$ cat src/rtl/intc_pkg.sv
package intc_pkg;
  localparam int unsigned NUM_REGS = 8;
  localparam int unsigned DATA_W   = 32;

  typedef enum logic [2:0] {
    REG_STAT  = 3'd0,
    REG_PEND  = 3'd1,
    REG_EN    = 3'd2,
    REG_ACK   = 3'd3,
    REG_SETEN = 3'd4,
    REG_CLREN = 3'd5,
    REG_VEC   = 3'd6,
    REG_MCTL  = 3'd7
  } reg_idx_e;

  localparam int unsigned MCTL_OUT_BIT = 0;
  localparam int unsigned MCTL_CAP_BIT = 1;
endpackage

$ cat src/rtl/intc_sync.sv
module intc_sync #(
  parameter int unsigned W      = 32,
  parameter int unsigned STAGES = 2
) (
  input  logic         clk_i,
  input  logic         rst_ni,
  input  logic [W-1:0] d_i,
  output logic [W-1:0] q_o
);
  logic [W-1:0] stage_q [STAGES];

  always_ff @(posedge clk_i or negedge rst_ni) begin
    if (!rst_ni) begin
      for (int s = 0; s < STAGES; s++) stage_q[s] <= '0;
    end else begin
      stage_q[0] <= d_i;
      for (int s = 1; s < STAGES; s++) stage_q[s] <= stage_q[s-1];
    end
  end

  assign q_o = stage_q[STAGES-1];
endmodule

$ cat src/rtl/intc_capture.sv
module intc_capture #(
  parameter int unsigned    W         = 32,
  parameter logic [W-1:0]   EDGE_MASK = '0
) (
  input  logic         clk_i,
  input  logic         rst_ni,
  input  logic [W-1:0] sync_i,
  input  logic         cap_en_i,
  output logic [W-1:0] set_o
);
  logic [W-1:0] prev_q;

  // previous sample tracked regardless of capture enable
  always_ff @(posedge clk_i or negedge rst_ni) begin
    if (!rst_ni) prev_q <= '0;
    else         prev_q <= sync_i;
  end

  for (genvar g = 0; g < W; g++) begin : g_src
    if (EDGE_MASK[g]) begin : g_edge
      assign set_o[g] = cap_en_i & sync_i[g] & ~prev_q[g];
    end else begin : g_level
      assign set_o[g] = cap_en_i & sync_i[g];
    end
  end
endmodule

$ cat src/rtl/intc_prio_enc.sv
module intc_prio_enc #(
  parameter int unsigned W = 32
) (
  input  logic [W-1:0] pend_i,
  output logic [31:0]  vec_o
);
  always_comb begin
    vec_o = '1;
    for (int i = W - 1; i >= 0; i--) begin
      if (pend_i[i]) vec_o = 32'(i);
    end
  end
endmodule

$ cat src/rtl/vec_irq_ctrl.sv
module vec_irq_ctrl
  import intc_pkg::*;
#(
  parameter int unsigned        NUM_SRC     = 32,
  parameter logic [NUM_SRC-1:0] EDGE_MASK   = '0,
  parameter int unsigned        ADDR_W      = 8,
  parameter int unsigned        SYNC_STAGES = 2
) (
  input  logic               clk_i,
  input  logic               rst_ni,
  input  logic [NUM_SRC-1:0] req_i,
  input  logic               wr_en_i,
  input  logic [ADDR_W-1:0]  addr_i,
  input  logic [31:0]        wdata_i,
  output logic [31:0]        rdata_o,
  output logic               irq_o
);
  localparam int unsigned WORD_W = ADDR_W - 2;

  logic [WORD_W-1:0]  word_idx;
  logic               acc_ok;
  logic [NUM_REGS-1:0] wr_sel;

  logic [NUM_SRC-1:0] stat_q, stat_d;
  logic [NUM_SRC-1:0] en_q, en_d;
  logic [31:0]        mctl_q, ack_q, seten_q, clren_q;
  logic [NUM_SRC-1:0] pend;
  logic [31:0]        vec;
  logic [NUM_SRC-1:0] req_sync, cap_set;

  assign word_idx = addr_i[ADDR_W-1:2];
  assign acc_ok   = (addr_i[1:0] == 2'b00) && (word_idx < WORD_W'(NUM_REGS));

  for (genvar r = 0; r < NUM_REGS; r++) begin : g_wsel
    assign wr_sel[r] = wr_en_i & acc_ok & (word_idx == WORD_W'(r));
  end

  intc_sync #(.W(NUM_SRC), .STAGES(SYNC_STAGES)) i_sync (
    .clk_i (clk_i),
    .rst_ni(rst_ni),
    .d_i   (req_i),
    .q_o   (req_sync)
  );

  intc_capture #(.W(NUM_SRC), .EDGE_MASK(EDGE_MASK)) i_capture (
    .clk_i   (clk_i),
    .rst_ni  (rst_ni),
    .sync_i  (req_sync),
    .cap_en_i(mctl_q[MCTL_CAP_BIT]),
    .set_o   (cap_set)
  );

  // write first, then capture, so a held level input survives an acknowledge
  always_comb begin
    stat_d = stat_q;
    if (wr_sel[REG_STAT] && !mctl_q[MCTL_CAP_BIT]) stat_d = wdata_i[NUM_SRC-1:0];
    if (wr_sel[REG_ACK]) stat_d = stat_d & ~wdata_i[NUM_SRC-1:0];
    stat_d = stat_d | cap_set;
  end

  always_comb begin
    en_d = en_q;
    if (wr_sel[REG_EN])    en_d = wdata_i[NUM_SRC-1:0];
    if (wr_sel[REG_SETEN]) en_d = en_q | wdata_i[NUM_SRC-1:0];
    if (wr_sel[REG_CLREN]) en_d = en_q & ~wdata_i[NUM_SRC-1:0];
  end

  always_ff @(posedge clk_i or negedge rst_ni) begin
    if (!rst_ni) begin
      stat_q  <= '0;
      en_q    <= '0;
      mctl_q  <= '0;
      ack_q   <= '0;
      seten_q <= '0;
      clren_q <= '0;
    end else begin
      stat_q <= stat_d;
      en_q   <= en_d;
      if (wr_sel[REG_MCTL])  mctl_q  <= wdata_i;
      if (wr_sel[REG_ACK])   ack_q   <= wdata_i;
      if (wr_sel[REG_SETEN]) seten_q <= wdata_i;
      if (wr_sel[REG_CLREN]) clren_q <= wdata_i;
    end
  end

  assign pend = stat_q & en_q;

  intc_prio_enc #(.W(NUM_SRC)) i_prio (
    .pend_i(pend),
    .vec_o (vec)
  );

  assign irq_o = mctl_q[MCTL_OUT_BIT] & (|pend);

  always_comb begin
    rdata_o = '0;
    if (acc_ok) begin
      unique case (word_idx[2:0])
        REG_STAT:  rdata_o = 32'(stat_q);
        REG_PEND:  rdata_o = 32'(pend);
        REG_EN:    rdata_o = 32'(en_q);
        REG_ACK:   rdata_o = ack_q;
        REG_SETEN: rdata_o = seten_q;
        REG_CLREN: rdata_o = clren_q;
        REG_VEC:   rdata_o = vec;
        REG_MCTL:  rdata_o = mctl_q;
        default:   rdata_o = '0;
      endcase
    end
  end
endmodule

$ cat config.mk
export PLATFORM = sky130hd
export DESIGN_NAME = vec_irq_ctrl
export DESIGN_NICKNAME = d
export VERILOG_FILES = /design/src/rtl/intc_pkg.sv /design/src/rtl/intc_sync.sv /design/src/rtl/intc_capture.sv /design/src/rtl/intc_prio_enc.sv /design/src/rtl/vec_irq_ctrl.sv
export SDC_FILE = /design/constraint.sdc
export NUM_CORES = 1
export LEC_CHECK = 0
export BUFFER_PORTS_ARGS = -buffer_cell sky130_fd_sc_hd__buf_2
export CAP_MARGIN = 20
export CORE_AREA = 2 2 151 153
export DETAILED_ROUTE_END_ITERATION = 10
export DIE_AREA = 0 0 153 155
export HOLD_SLACK_MARGIN = 0.02
export PLACE_DENSITY = 0.72
export RECOVER_POWER = 100
export SETUP_SLACK_MARGIN = 0.2
export SYNTH_ARGS = -nofsm -noshare
export SYNTH_HDL_FRONTEND = slang
export SYNTH_SLANG_ARGS = --single-unit
$ cat constraint.sdc
create_clock -name clk_i -period 1.7 [get_ports clk_i]
set_input_delay 0.085 -clock clk_i [delete_from_list [all_inputs] [get_ports clk_i]]
set_output_delay 0.085 -clock clk_i [all_outputs]
set_load 0.1 [all_outputs]
==> impl_metrics.yaml <==
outcome:
  status: "complete, but fails checks"
  violations: "capacitance limit, slew limit, setup timing"
sta:
  drv_slew: 50
  worst_slack_ns: -0.973
  finalHoldViolCount: 0
  worst_slew_pin_slew_ns: 1.50
  fin_skew_ns: 0.0201
  fmax_mhz: 374
  rsz0062_at_grt: "yes"
  period_share_pct: 157
  period_minus_slack_ns: 2.67
  slew_headroom_pct: -0.130
  setup_tns_ns: -33.02
  finalSetupViolCount: 84
cells_and_area:
  drive_gt1_share_pct: 42.3
  num-fill-cells: 1298
  fin_nets: 1505
  syn2layout_area_growth_pct: 48.7
  instances_no_fill: 1737
placed_design:
  dp.cells: 1601
  place_congestion: 0.930
  place_hpwl_um: 25100
  port_buffers: 107
cts:
  clk_pin_slew_ns: 0.06
  cts_tree: "built"
  cts_max_level: 1
  clockBufferDepth: 3
  root_buffer: "clkbuf_16"
  numCtsBuffers: 29
  cts_sinks: 256
  clock_latency_ns: 0.56
run:
  max_cap_violations: 1
route:
  dr.max_layer_used: "met4"
  antenna_left: 0
  wl_per_cell_um: 22.9
  detail_route.vias_per_cell: 6.11
  drc: 0
  vias: 10612
  m1WireLength_um: 15500
  wirelength_um: 39800
  wl_met2_um: 19200
  drt_iter0_drc: 1100
  first_pass_iters: 6
  wl_met3_um: 3400
synth:
  netlist_area_um2: 11700
  synthArstFlopShare_pct: 100
  ys_warn_count: 0
  synth_edf_count: 0
  syn_nets: 1124
  synth_cell_type_count: 50
  ys_seq_area_share_pct: 54.7
  postSynthCellCount: 1049
  synth-main-ff-cell: "dfrtp_1"
  avgSynthCellArea_um2: 11.2
  synth_seq_cells: 256
global_routing:
  grt_pass1_vias: 11035
  antenna_found_initial: 1
  track_usage_pct: 33.4
  grt_max_degree: 58
  grt_pass1_wl_um: 62500
  grt_overflow: 0
floorplanning:
  fp.coreArea_um2: 22200
  die_width_um: 153
  die_h_um: 155
  design.die.area_um2: 23700
  ios: 108
  start_util_pct: 52.7
  row_count: 55
power_and_ir_drop:
  ir_worst_vdd_v: 0.00117
  p_leak_nw: 8.36
  p_total_mw: 17.4
  power.density_nw_per_um2: 999
critical_path:
  startpoint: "stat_q[22]"
  cp-end-kind: "primary output"
  crit_arrival_ns: 2.59
  start_kind: "register"
  r2r-start: "mctl_q[1]"
  required_ns: 1.62
  crit_type: "reg -> out"
  crit_fanout: 10
min_path:
  hold_class: "in -> reg"
  min_from: "req_i[9]"
[path summary, 6_finish.rpt]
path | to | slack, ns | depth (start not counted)
setup / recovery | rdata_o[20] | -0.97 | 8
hold / removal | i_sync.stage_q[41] | 0.16 | 2
setup reg to reg | stat_q[14] | -0.08 | 7
hold reg to reg | i_sync.q_o[10] | 0.35 | 0
max in group asynchronous | clren_q[7] | 0.18 | 3
min in group asynchronous | mctl_q[17] | 0.45 | 2
[synth_stat cells (2+ instances only)]
master     count  share of area (%)
a2111oi_0      2               0.15
a211oi_1      35                2.2
a21o_1         2               0.13
a21oi_1       75                3.2
a221o_1        2               0.17
a221oi_1      39                2.9
a22o_1        37                2.8
a22oi_1       23                1.5
a31oi_1        2               0.11
a32o_1         2               0.17
a32oi_1        3               0.22
and2_1         3               0.16
and3_1         2               0.11
buf_1          7               0.22
buf_2         12               0.51
buf_4          3               0.19
clkbuf_1      46                1.5
dfrtp_1      256                 55
inv_1         12               0.38
mux2_1        11                1.1
mux2_2       152                 15
mux2i_1        4               0.34
nand2_1      161                5.2
nand2b_1       2               0.11
nand3_1       10               0.43
nand4_1        4               0.21
nand4b_1       2               0.15
nor2_1        64                2.1
nor2b_1        4               0.21
nor3b_2        2               0.21
nor4_4         2               0.36
o2111ai_1      2               0.15
o211ai_1       6               0.38
o21ai_0       32                1.4
o221ai_1       5               0.37
o22ai_1        8               0.43
o31ai_1        2               0.13
[layout by cell type (no fill, tap or decap), types with 12 or more instances in the layout]
cell,synthesis,routed
inv_1,12,12
mux2_4,0,36
nor2_1,64,61
dlygate4sd3_1,0,65
a211oi_2,0,32
a221oi_1,39,36
a22oi_1,23,14
buf_4,3,193
nand2_1,161,161
buf_2,12,73
clkbuf_2,0,14
mux2_1,11,42
clkbuf_16,0,30
buf_12,0,49
a21oi_1,75,74
mux2_2,152,85
dfrtp_1,256,256
o21ai_4,0,25
a22o_1,37,37
[flip-flops by register name, summed over array words and instances, names as in the netlist]
register / count
stat_q: 32
seten_q: 32
mctl_q: 32
en_q: 32
i_sync.q_o: 32
ack_q: 32
i_sync.stage_q: 32
clren_q: 32
[layout make-up]
| type | count | area (um^2) | area share, % |
|---|---|---|---|
| Antenna cell | 1 | 2.50 | 0.0144 |
| Clock buffer | 42 | 835 | 4.79 |
| Clock inverter | 10 | 87.6 | 0.503 |
| Inverter | 13 | 48.8 | 0.280 |
| Multi-Input combinational cell | 712 | 5840 | 33.5 |
| Sequential cell | 256 | 6410 | 36.8 |
| Tap cell | 285 | 357 | 2.05 |
| Timing Repair Buffer | 418 | 3840 | 22.1 |
[through the flow]
| stage | utilization (%) | hold WS (ns) | instance area [um^2] | worst slack, ns |
|---|---|---|---|---|
| 5_1_grt | 78.4 | 0.146 | 17400 | -1.02 |
| 2_1_floorplan | - | -0.211 | 12700 | -0.583 |
| 3_3_place_gp | 70.3 | 0.0443 | 15600 | -0.303 |
| 6_report | 78.4 | 0.157 | 17400 | -0.973 |
| 3_5_place_dp | 70.3 | 0.0420 | 15600 | -0.362 |
| 4_1_cts | 79.3 | 0.0712 | 17600 | -0.936 |
[routing by layer]
layer / GRT usage [%] / vias to the layer above
li1: - / 4619
met1: 44.6 / 5303
met2: 55.4 / 575
met3: 5.77 / 115
met4: 12.2 / 0
met5: 0 / -
[critical path, stage by stage (launching register included)]
cell and delay, ns:
dfrtp_1 0.40, a22o_1 0.27, a221o_1 0.33, nor4_4 0.21, nand4_1 0.17, buf_6 0.19, buf_16 0.17, o21ai_4 0.09
buf_12 0.20
[power by group]
part	switching, mW	internal, mW	leakage (nW)
Combinational	2.02	2.19	4.58
Sequential	0.446	6.68	3.32
Clock	2.53	3.54	0.452
Total	4.99	12.4	8.36
[cell families (layout without fill, tap and decap cells)]
family                 after synthesis  count (layout)  synth area share (%)
other                                0               1                     0
muxes                              168             168                  16.2
buffers and inverters               81             483                  2.82
AOI/OAI and AO/OA                  281             281                  16.7
DFF                                256             256                  54.7
and+or+nand+nor                    263             263                  9.60
[what timing repair did]
| action | 4_1_cts | 5_1_grt |
|---|---|---|
| hold buffers | 65 | 0 |
| setup endpoints to repair | 65 | 66 |
| resized for setup | 53 | 11 |
| pin swaps | 21 | 10 |
| setup buffers | 10 | 3 |
| cloned | 4 | 1 |
| hold endpoints to repair | 480 | 0 |
Note: power is estimated with default switching activity, not from simulation.
